File: src/rtl/rp_pkg.sv
package rp_pkg;
  typedef enum logic [1:0] {
    RM_NEAR = 2'b00,
    RM_ZERO = 2'b01,
    RM_UP   = 2'b10,
    RM_DOWN = 2'b11
  } rmode_e;
endpackage

File: src/rtl/rp_rounder.sv
module rp_rounder #(
  parameter int unsigned MANT_W = 56
) (
  input  logic               sign_i,
  input  rp_pkg::rmode_e     mode_i,
  input  logic [MANT_W-1:0]  mant_i,
  output logic [MANT_W:0]    sum_o
);
  logic [3:0] inc;

  always_comb begin
    inc = 4'd0;
    if (|mant_i[2:0]) begin
      case (mode_i)
        rp_pkg::RM_NEAR: inc = 4'd3 + {3'd0, mant_i[3]};
        rp_pkg::RM_UP:   inc = sign_i ? 4'd0 : 4'd8;
        rp_pkg::RM_DOWN: inc = sign_i ? 4'd8 : 4'd0;
        default:         inc = 4'd0;
      endcase
    end
    sum_o = {1'b0, mant_i} + {{(MANT_W-3){1'b0}}, inc};
  end
endmodule

File: src/rtl/rp_align.sv
module rp_align #(
  parameter int unsigned             MANT_W = 56,
  parameter int unsigned             XW     = 14,
  parameter logic signed [XW-1:0]    EMIN_S = XW'(-1022)
) (
  input  logic                  sign_i,
  input  rp_pkg::rmode_e        mode_i,
  input  logic signed [XW-1:0]  xe_i,
  input  logic [MANT_W-1:0]     mant_i,
  output logic [MANT_W-1:0]     mant_o,
  output logic signed [XW-1:0]  xe_o,
  output logic                  inexact_o
);
  localparam int unsigned          SH_W    = $clog2(MANT_W);
  localparam logic signed [XW-1:0] EMIN_M1 = XW'(EMIN_S - 1);

  logic signed [XW-1:0] es;
  logic                 tiny, big, lost;
  logic [SH_W-1:0]      es_c;
  logic [MANT_W-1:0]    shifted;
  logic [MANT_W:0]      probe;

  // trial rounding for the one-below-minimum exception
  rp_rounder #(.MANT_W(MANT_W)) u_probe (
    .sign_i (sign_i),
    .mode_i (mode_i),
    .mant_i (mant_i),
    .sum_o  (probe)
  );

  always_comb begin
    es      = EMIN_S - xe_i;
    tiny    = xe_i < EMIN_S;
    big     = es >= $signed(XW'(MANT_W));
    es_c    = es[SH_W-1:0];
    lost    = |(mant_i & ~({MANT_W{1'b1}} << es_c));
    shifted = big ? {{(MANT_W-1){1'b0}}, |mant_i}
                  : ((mant_i >> es_c) | {{(MANT_W-1){1'b0}}, lost});

    mant_o    = mant_i;
    xe_o      = xe_i;
    inexact_o = 1'b0;
    if (tiny) begin
      xe_o = EMIN_S;
      if (xe_i == EMIN_M1 && probe[MANT_W]) begin
        mant_o    = {probe[MANT_W:4], 3'b000};
        inexact_o = 1'b1;
      end else begin
        mant_o = shifted;
      end
    end
  end
endmodule

File: src/rtl/rp_pack.sv
module rp_pack #(
  parameter int unsigned EXP_W  = 11,
  parameter int unsigned FRAC_W = 52,
  parameter int unsigned XW     = 14
) (
  input  logic                       sign_i,
  input  rp_pkg::rmode_e             mode_i,
  input  logic                       ftz_hit_i,
  input  logic signed [XW-1:0]       xe_i,
  input  logic [FRAC_W:0]            mant_i,
  output logic [EXP_W+FRAC_W:0]      result_o,
  output logic                       ovf_o
);
  localparam int unsigned          TOT_W  = EXP_W + FRAC_W + 1;
  localparam logic signed [XW-1:0] BIAS_S = XW'((1 << (EXP_W - 1)) - 1);

  logic                 away;
  logic signed [XW-1:0] biased;
  logic [TOT_W-1:0]     inf_w, max_w, zero_w, mind_w;

  always_comb begin
    // rounding direction points away from zero for this sign
    away   = (mode_i == rp_pkg::RM_UP && !sign_i) || (mode_i == rp_pkg::RM_DOWN && sign_i);
    inf_w  = {sign_i, {EXP_W{1'b1}}, {FRAC_W{1'b0}}};
    max_w  = {sign_i, {(EXP_W-1){1'b1}}, 1'b0, {FRAC_W{1'b1}}};
    zero_w = {sign_i, {(TOT_W-1){1'b0}}};
    mind_w = {sign_i, {(TOT_W-2){1'b0}}, 1'b1};
    biased = xe_i + BIAS_S;
    ovf_o  = !ftz_hit_i && (xe_i > BIAS_S);

    if (ftz_hit_i)
      result_o = away ? mind_w : zero_w;
    else if (ovf_o)
      result_o = (away || mode_i == rp_pkg::RM_NEAR) ? inf_w : max_w;
    else if (!mant_i[FRAC_W])
      result_o = {sign_i, {EXP_W{1'b0}}, mant_i[FRAC_W-1:0]};
    else
      result_o = {sign_i, biased[EXP_W-1:0], mant_i[FRAC_W-1:0]};
  end
endmodule

File: src/rtl/dp_round_pack.sv
module dp_round_pack #(
  parameter int unsigned EXP_W  = 11,
  parameter int unsigned FRAC_W = 52
) (
  input  logic                    clk_i,
  input  logic                    rst_ni,
  input  logic                    valid_i,
  input  logic                    sign_i,
  input  logic [EXP_W+1:0]        exp_i,
  input  logic [FRAC_W+3:0]       mant_i,
  input  logic [1:0]              rmode_i,
  input  logic                    ftz_i,
  output logic                    valid_o,
  output logic [EXP_W+FRAC_W:0]   result_o,
  output logic                    inexact_o,
  output logic                    underflow_o,
  output logic                    overflow_o
);
  localparam int unsigned          MANT_W  = FRAC_W + 4;
  localparam int unsigned          TOT_W   = EXP_W + FRAC_W + 1;
  localparam int unsigned          XE_W    = EXP_W + 2;
  localparam int unsigned          XW      = XE_W + 1;
  localparam logic signed [XW-1:0] BIAS_S  = XW'((1 << (EXP_W - 1)) - 1);
  localparam logic signed [XW-1:0] EMIN_S  = XW'(1 - BIAS_S);
  localparam logic signed [XW-1:0] EMIN_M1 = XW'(EMIN_S - 1);

  rp_pkg::rmode_e       md;
  logic signed [XW-1:0] xe_s, a_xe, r_xe;
  logic [MANT_W-1:0]    a_mant;
  logic                 a_ix;
  logic [MANT_W:0]      f_sum;
  logic                 carry, f_ix, f_uf, ftz_hit, ovf;
  logic [FRAC_W:0]      r_mant;
  logic [TOT_W-1:0]     packed_w;
  logic                 ix_n, uf_n, of_n;

  assign md      = rp_pkg::rmode_e'(rmode_i);
  assign xe_s    = {exp_i[XE_W-1], exp_i};
  assign ftz_hit = ftz_i && (xe_s < EMIN_S);

  rp_align #(.MANT_W(MANT_W), .XW(XW), .EMIN_S(EMIN_S)) u_align (
    .sign_i    (sign_i),
    .mode_i    (md),
    .xe_i      (xe_s),
    .mant_i    (mant_i),
    .mant_o    (a_mant),
    .xe_o      (a_xe),
    .inexact_o (a_ix)
  );

  rp_rounder #(.MANT_W(MANT_W)) u_round (
    .sign_i (sign_i),
    .mode_i (md),
    .mant_i (a_mant),
    .sum_o  (f_sum)
  );

  // tininess judged on the aligned value, before rounding
  assign f_ix   = |a_mant[2:0];
  assign f_uf   = f_ix && !a_mant[MANT_W-1];
  assign carry  = f_sum[MANT_W];
  assign r_mant = carry ? f_sum[MANT_W:4] : f_sum[MANT_W-1:3];
  assign r_xe   = a_xe + $signed({{(XW-1){1'b0}}, carry});

  rp_pack #(.EXP_W(EXP_W), .FRAC_W(FRAC_W), .XW(XW)) u_pack (
    .sign_i    (sign_i),
    .mode_i    (md),
    .ftz_hit_i (ftz_hit),
    .xe_i      (r_xe),
    .mant_i    (r_mant),
    .result_o  (packed_w),
    .ovf_o     (ovf)
  );

  assign of_n = ovf;
  assign uf_n = ftz_hit || f_uf;
  assign ix_n = ftz_hit || a_ix || f_ix || ovf;

  always_ff @(posedge clk_i or negedge rst_ni) begin
    if (!rst_ni) begin
      valid_o     <= 1'b0;
      result_o    <= '0;
      inexact_o   <= 1'b0;
      underflow_o <= 1'b0;
      overflow_o  <= 1'b0;
    end else begin
      valid_o <= valid_i;
      if (valid_i) begin
        result_o    <= packed_w;
        inexact_o   <= ix_n;
        underflow_o <= uf_n;
        overflow_o  <= of_n;
      end
    end
  end

  AST_VALID_LAT: assert property (@(posedge clk_i) disable iff (!rst_ni)
    valid_i |=> valid_o);
  AST_VALID_IDLE: assert property (@(posedge clk_i) disable iff (!rst_ni)
    !valid_i |=> !valid_o);
  AST_OVF_INEXACT: assert property (@(posedge clk_i) disable iff (!rst_ni)
    (valid_o && overflow_o) |-> inexact_o);
  AST_UFL_INEXACT: assert property (@(posedge clk_i) disable iff (!rst_ni)
    (valid_o && underflow_o) |-> (inexact_o && !overflow_o));
  AST_EXACT_QUIET: assert property (@(posedge clk_i) disable iff (!rst_ni)
    (valid_i && mant_i[2:0] == 3'b000 && xe_s >= EMIN_S && xe_s <= BIAS_S)
    |=> (!inexact_o && !underflow_o && !overflow_o));
  AST_FTZ_FLAGS: assert property (@(posedge clk_i) disable iff (!rst_ni)
    (valid_i && ftz_i && xe_s < EMIN_S)
    |=> (inexact_o && underflow_o && !overflow_o));
  AST_EDGE_NORMAL: assert property (@(posedge clk_i) disable iff (!rst_ni)
    (valid_i && !ftz_i && xe_s == EMIN_M1 && (&mant_i[MANT_W-1:3]) && mant_i[2]
     && md == rp_pkg::RM_NEAR)
    |=> (result_o[TOT_W-2 -: EXP_W] == EXP_W'(1) && inexact_o && !underflow_o));
endmodule

File: config.mk
export PLATFORM = sky130hd
export DESIGN_NAME = dp_round_pack
export DESIGN_NICKNAME = d
export VERILOG_FILES = /design/src/rtl/rp_pkg.sv /design/src/rtl/rp_rounder.sv /design/src/rtl/rp_align.sv /design/src/rtl/rp_pack.sv /design/src/rtl/dp_round_pack.sv
export SDC_FILE = /design/constraint.sdc
export NUM_CORES = 1
export LEC_CHECK = 0
export ABC_AREA = 1
export BUFFER_PORTS_ARGS = -buffer_cell sky130_fd_sc_hd__buf_2
export CORE_AREA = 2 2 173 175
export CTS_BUF_LIST = sky130_fd_sc_hd__clkbuf_4
export DETAILED_ROUTE_END_ITERATION = 16
export DIE_AREA = 0 0 175 177
export GPL_TIMING_DRIVEN = 0
export SLEW_MARGIN = 20
export SYNTH_ARGS = -nofsm -noshare
export SYNTH_HDL_FRONTEND = slang
export SYNTH_SLANG_ARGS = --single-unit
File: constraint.sdc
create_clock -name clk_i -period 0.9 [get_ports clk_i]
set_input_delay 0.18 -clock clk_i [delete_from_list [all_inputs] [get_ports clk_i]]
set_output_delay 0.18 -clock clk_i [all_outputs]
set_load 0.01 [all_outputs]
* Word level (Yosys, flattened, before mapping) *
Cells that the tools add are included.

storage, ports and cells
  register bits = 68
  input port bits = 76
  output and inout port bits = 68
  logic and storage cells = 61

cells by class
  add/subtract/negate cells = 7
  order comparisons = 3
  equal/unequal tests = 3
  shifts and indexed selects = 2
  multiplexer cells = 18
  bitwise logic cells = 3
  reductions and logical operators = 20

operators by type and width
  operator                  number
  $mux W63                  3
  $mux W56                  3
  $add A56 B4 Y57           2
  $reduce_or A56 Y1         2
  $mux W53                  2
  $and A56 B56 Y56          1
  $not A56 Y56              1
  $or A56 B1 Y56            1
  $shl A56 B6 Y56 const A   1
  $shr A56 B6 Y56           1
  $pmux W4 S3               2
  $mux W4                   4
  $add A14 B2 Y14           1
  $ge A14 B7 Y1 const B     1
  $gt A14 B11 Y1 const B    1
  $mux W14                  1
  $sub A11 B13 Y14 const A  1
  $eq A13 B11 Y1 const B    1
  $lt A13 B11 Y1 const B    1
  $add A11 B11 Y11 const B  1
  $add A2 B1 Y3 const A     2
  $logic_and A1 B1 Y1       6
  $logic_or A1 B1 Y1        6
  $reduce_or A3 Y1          2
  other kinds (4)           9

* Logic depth before layout (Yosys ltp) *
  word-level depth = 18
  depth in mapped cells = 52
  depth with buffers taken out = 51

* By module *
A second synthesis with hierarchy kept.

second synthesis, totals
  cells, all modules = 2,902
  area, all modules = 14,711.6 um^2

modules (own cells, without submodules)
  module         times used  cells an instance  area an instance (um^2)  seq. area each (um^2)
  rp_align       1           1,187              5,532.8                  0.0
  rp_rounder     2           443                2,150.8                  0.0
  dp_round_pack  1           518                3,547.2                  1,701.6
  rp_pack        1           311                1,330.0                  0.0

* Least setup slack after synthesis *
No wires, ideal clock.

  kind = input to register
  start = in exp_i[0]
  end = reg result_o[21]
  setup time = 0.116 ns
  arrival time = 5.605 ns
  required time = 0.784 ns
  setup slack = -4.821 ns
  stages on the path = 49
  buffers on the path = 4
  cells stage by stage = inv_2 > clkbuf_1 > ha_1 > buf_2 > inv_2 > clkbuf_1 > nand3_1 > nand3_1 > nand3_1 > nand3_1 > nand2_1 > nor2_1 > nand2_1 > nand2_1 > nand3_1 > nand2_1 > nand2_1 > nor3_1 > [13 not listed] > nor2_1 > ha_1 > ha_1 > nand3_2 > nor3_4 > nand4_1 > a21oi_2 > xor2_1 > inv_1 > nand2_1 > nand2_2 > inv_2 > o21ai_2 > nand2_4 > inv_4 > buf_6 > nand2_1 > nand2_1

between the ends
  longest elaborated chain between the ends = 17
  elaborated cells between the ends (all ways) = 29
  classes of those cells = add/sub (4); order compare (3); eq/ne (1); shift (2); mux (10); bitwise (3); reduce/logical (6)

RTL lines
  item                  line                 text
  from (decl)           dp_round_pack.sv:9   input logic [EXP_W+1:0] exp_i,
  $sub A11 B13 Y14      rp_align.sv:32       es = EMIN_S - xe_i;
  $shl A56 B6 Y56       rp_align.sv:36       lost = |(mant_i & ~({MANT_W{1'b1}} << es_c));
  $not A56 Y56          rp_align.sv:36
  $and A56 B56 Y56      rp_align.sv:36
  $reduce_or A56 Y1     rp_align.sv:36
  $or A56 B1 Y56        rp_align.sv:38       : ((mant_i >> es_c) | {{(MANT_W-1){1'b0}}, lost});
  $mux W56              rp_align.sv:37       shifted = big ? {{(MANT_W-1){1'b0}}, |mant_i}
  $mux W56              rp_align.sv:45       if (xe_i == EMIN_M1 && probe[MANT_W]) begin
  $mux W56              rp_align.sv:43       if (tiny) begin
  $reduce_or A3 Y1      rp_rounder.sv:13     if (|mant_i[2:0]) begin
  $mux W4               rp_rounder.sv:13
  $add A56 B4 Y57       rp_rounder.sv:21     sum_o = {1'b0, mant_i} + {{(MANT_W-3){1'b0}}, inc};
  $add A14 B2 Y14       dp_round_pack.sv:63  assign r_xe = a_xe + $signed({{(XW-1){1'b0}}, carry});
  $gt A14 B11 Y1        rp_pack.sv:29        ovf_o = !ftz_hit_i && (xe_i > BIAS_S);
  $logic_and A1 B1 Y1   rp_pack.sv:29
  $mux W63              rp_pack.sv:33        else if (ovf_o)
  $mux W63 *            rp_pack.sv:31        if (ftz_hit_i)
  to (signal assigned)  dp_round_pack.sv:89  result_o <= packed_w;
  to (decl)             dp_round_pack.sv:14  output logic [EXP_W+FRAC_W:0] result_o,

Every way passes the cells marked *; elsewhere a longest branch is shown, timed or not.
A chain may end at the register's enable or synchronous reset.

* Worst setup path in the final report *
  start = in exp_i[0]
  end = reg result_o[37]

Same word-level chain as after synthesis.

==> results_dict.tcl <==
set metrics [dict create \
    reg2reg_from "result_o[50]$_DFFE_PN0P_" \
    critPathKind "input pin to flop" \
    ys_async_sr_fraction_pct 100 \
    drtAntennaViolNets 0 \
    finalSetupViolCount 134 \
    required_ps 1310 \
    slowest_stage "ha_4" \
    die_w_um 175 \
    grt_pass1_wl_um 100000 \
    max_stage_delay_ps 280 \
    final_util_pct 53.6 \
    antenna_found_initial 1 \
    routed_wl_um 70900 \
    num_vias 17400 \
    core_um2 29200 \
    drt_first_pass_iters 6 \
    drv_cap 0 \
    via_per_inst 5.92 \
    cts_sinks 68 \
    crit_top_cell "ha_4" \
    r2r_end "result_o[50]$_DFFE_PN0P_" \
    dieArea_um2 31000 \
    final_nets 2638 \
    holdWs_ps 23.9 \
    finalHoldViolCount 0 \
    dpl_cell_area_um2 13000 \
    port_buffers 141 \
    finalCriticalPeriod_ps 5740 \
    syn2layout_area_growth_pct 36.2 \
    gp_congestion 1.10 \
    final.period_utilization_pct 638 \
    cp.arrival_ps 6150 \
    power_mw 16.9 \
    synth_edf_count 0 \
    dp_hpwl_um 55100 \
    grt_max_degree 52 \
    tightest_slew_ps 844 \
    crit_fanout 10 \
    syn_inst 2273 \
    cts_root_buf "clkbuf_4" \
    clk_pin_slew_ps 130 \
    final_area_um2 15700 \
    leakage_nw 8.14 \
    ys_ff_latch 68 \
    outcome "complete, but fails checks" \
    drt_first_iter_violations 1947 \
    layout_common_cells "nand2_1 (908), nand3_1 (324), nor2_1 (218)" \
    start_kind "input pin" \
    placedCellCount 2805 \
    stdcell_count 2943 \
    final_common_cell "nand2_1" \
    r2r_slack_ps 10 \
    yosysUniqueCellTypes 47 \
    drc 0 \
    syn_area_um2 11500 \
    violations "negative setup slack" \
    skew_ps 0 \
    cts_made_buffers 9 \
    synth.net_count 2364 \
    wire_per_inst_um 24.1 \
    synth_warnings 0 \
    htree_levels 3 \
    synthFlopType "dfrtp_1" \
    die_h_um 177 \
    clock_path_buffers 2 \
    fmax_ghz 0.174 \
    start_util_pct 39.3 \
    synth-seq-area-share_pct 14.8 \
    hp-class "input pin to flop" \
    ff2ff_path_depth 4 \
    synth.avg_cell_area_um2 5.06 \
    cts_tree "yes" \
    io_pins 144 \
    crit_path_end_kind "flop" \
    worstSetupStartpoint "exp_i[0]" \
    ir_drop_v 0.000577 \
    grt-ovfl-total 0 \
    maxSlewHeadroom_pct 43.7 \
    rsz0062_at_grt "yes" \
    clk_latency_ps 480 \
    num_rows 63 \
    drive_gt1_share_pct 24.8 \
    first_global_vias 16100 \
    slew_viol_final 0 \
    power_density_nw_per_um2 1080 \
    endpoint "result_o[37]$_DFFE_PN0P_" \
    grt_usage_pct 43.9 \
    worst_slack_ps -4840 \
]
==> power breakdown <==
group,total [mW],switching (mW),internal [mW],leakage (nW)
registers,3.69,0.236,3.45,0.833
clock network,1.83,1.24,0.589,0.0565
logic,11.4,7.43,4.00,7.25
total,16.9,8.91,8.04,8.14
==> metrics by stage <==
step / worst slack [ps] / setup TNS [ps]
final: -4840 / -330670
after floorplan: -4290 / -276560
after global placement: -6690 / -471970
after CTS: -4590 / -315650
after global routing: -5100 / -349210
after detailed placement: -6660 / -427190
==> cell usage after synthesis, types with 5 or more instances <==
master    number  share of area (%)
inv_2         19               0.62
nor2_1       232                7.6
buf_1          9               0.29
nor2_2        10               0.54
dfrtp_1       68                 15
xor2_1        18                1.4
nand3_2        6               0.52
nor4_1        12               0.65
buf_4         13               0.85
nand2_2        5               0.27
inv_1        160                5.2
buf_6          9               0.88
or2_2         12               0.65
ha_1          15                1.6
clkbuf_1      38                1.2
nand2_1      992                 32
nand4_1       37                2.0
nand3_1      363                 16
buf_2         38                1.7
nor3_1        24                1.0
o21ai_0       71                3.1
a21oi_1       45                2.0
o21ai_1       29                1.3
==> sequential cells by signal (all words and copies together), names as in the netlist <==
| register | flops |
|---|---|
| overflow_o | 1 |
| valid_o | 1 |
| inexact_o | 1 |
| underflow_o | 1 |
| result_o | 64 |
==> how the worst min path moves through the flow <==
stage             from                        to  depth (start not counted)  slack (ps)
2_1_floorplan   rst_ni     inexact_o$_DFFE_PN0P_                          0        -120
3_3_place_gp   valid_i         valid_o$_DFF_PN0_                          1         400
3_5_place_dp    rst_ni  result_o[35]$_DFFE_PN0P_                          1          70
4_1_cts        valid_i   underflow_o$_DFFE_PN0P_                          3          20
5_1_grt        valid_i   underflow_o$_DFFE_PN0P_                          3          70
6_report       valid_i   underflow_o$_DFFE_PN0P_                          3          20
==> cell type report <==
cell class,count,area (um^2)
timing repair buffer,263,2030
tap,390,488
timing repair inverter,1,8.76
inverter,180,747
antenna,1,2.50
sequential,68,1700
fill,3134,13600
clock inverter,6,40.0
multi-input combinational,1918,9580
clock buffer,10,75.1
buffer,106,988
==> per-layer routing <==
metal	wire, um	GRT usage [%]
met2	30900	70.2
met4	7170	36.1
met3	6970	7.56
met5	0	0
met1	25800	51.6
==> cells by family after synthesis <==
logic type / synth area share, %
adder cells (fa/ha/maj): 1.63
AND/OR/NAND/NOR: 63.1
AO/OA/AOI/OAI: 8.01
XOR/XNOR: 1.67
buffers and inverters: 10.8
flip-flops: 14.8
==> critical path, delay by kind of cell <==
family / cells / cell delay (ps)
buffers and inverters: 13 / 1410
AND/OR/NAND/NOR: 20 / 2530
XOR/XNOR: 1 / 150
adder cells (fa/ha/maj): 4 / 860
AO/OA/AOI/OAI: 6 / 960
==> repair_timing <==
item,CTS,global route
resized for setup,224,179
buffers inserted,63,45
pin swaps,55,45
hold endpoints to repair,70,0
endpoints found under the setup margin,135,135
hold buffers,4,0
gates cloned,5,5
Power figures use the tool's default switching activity.
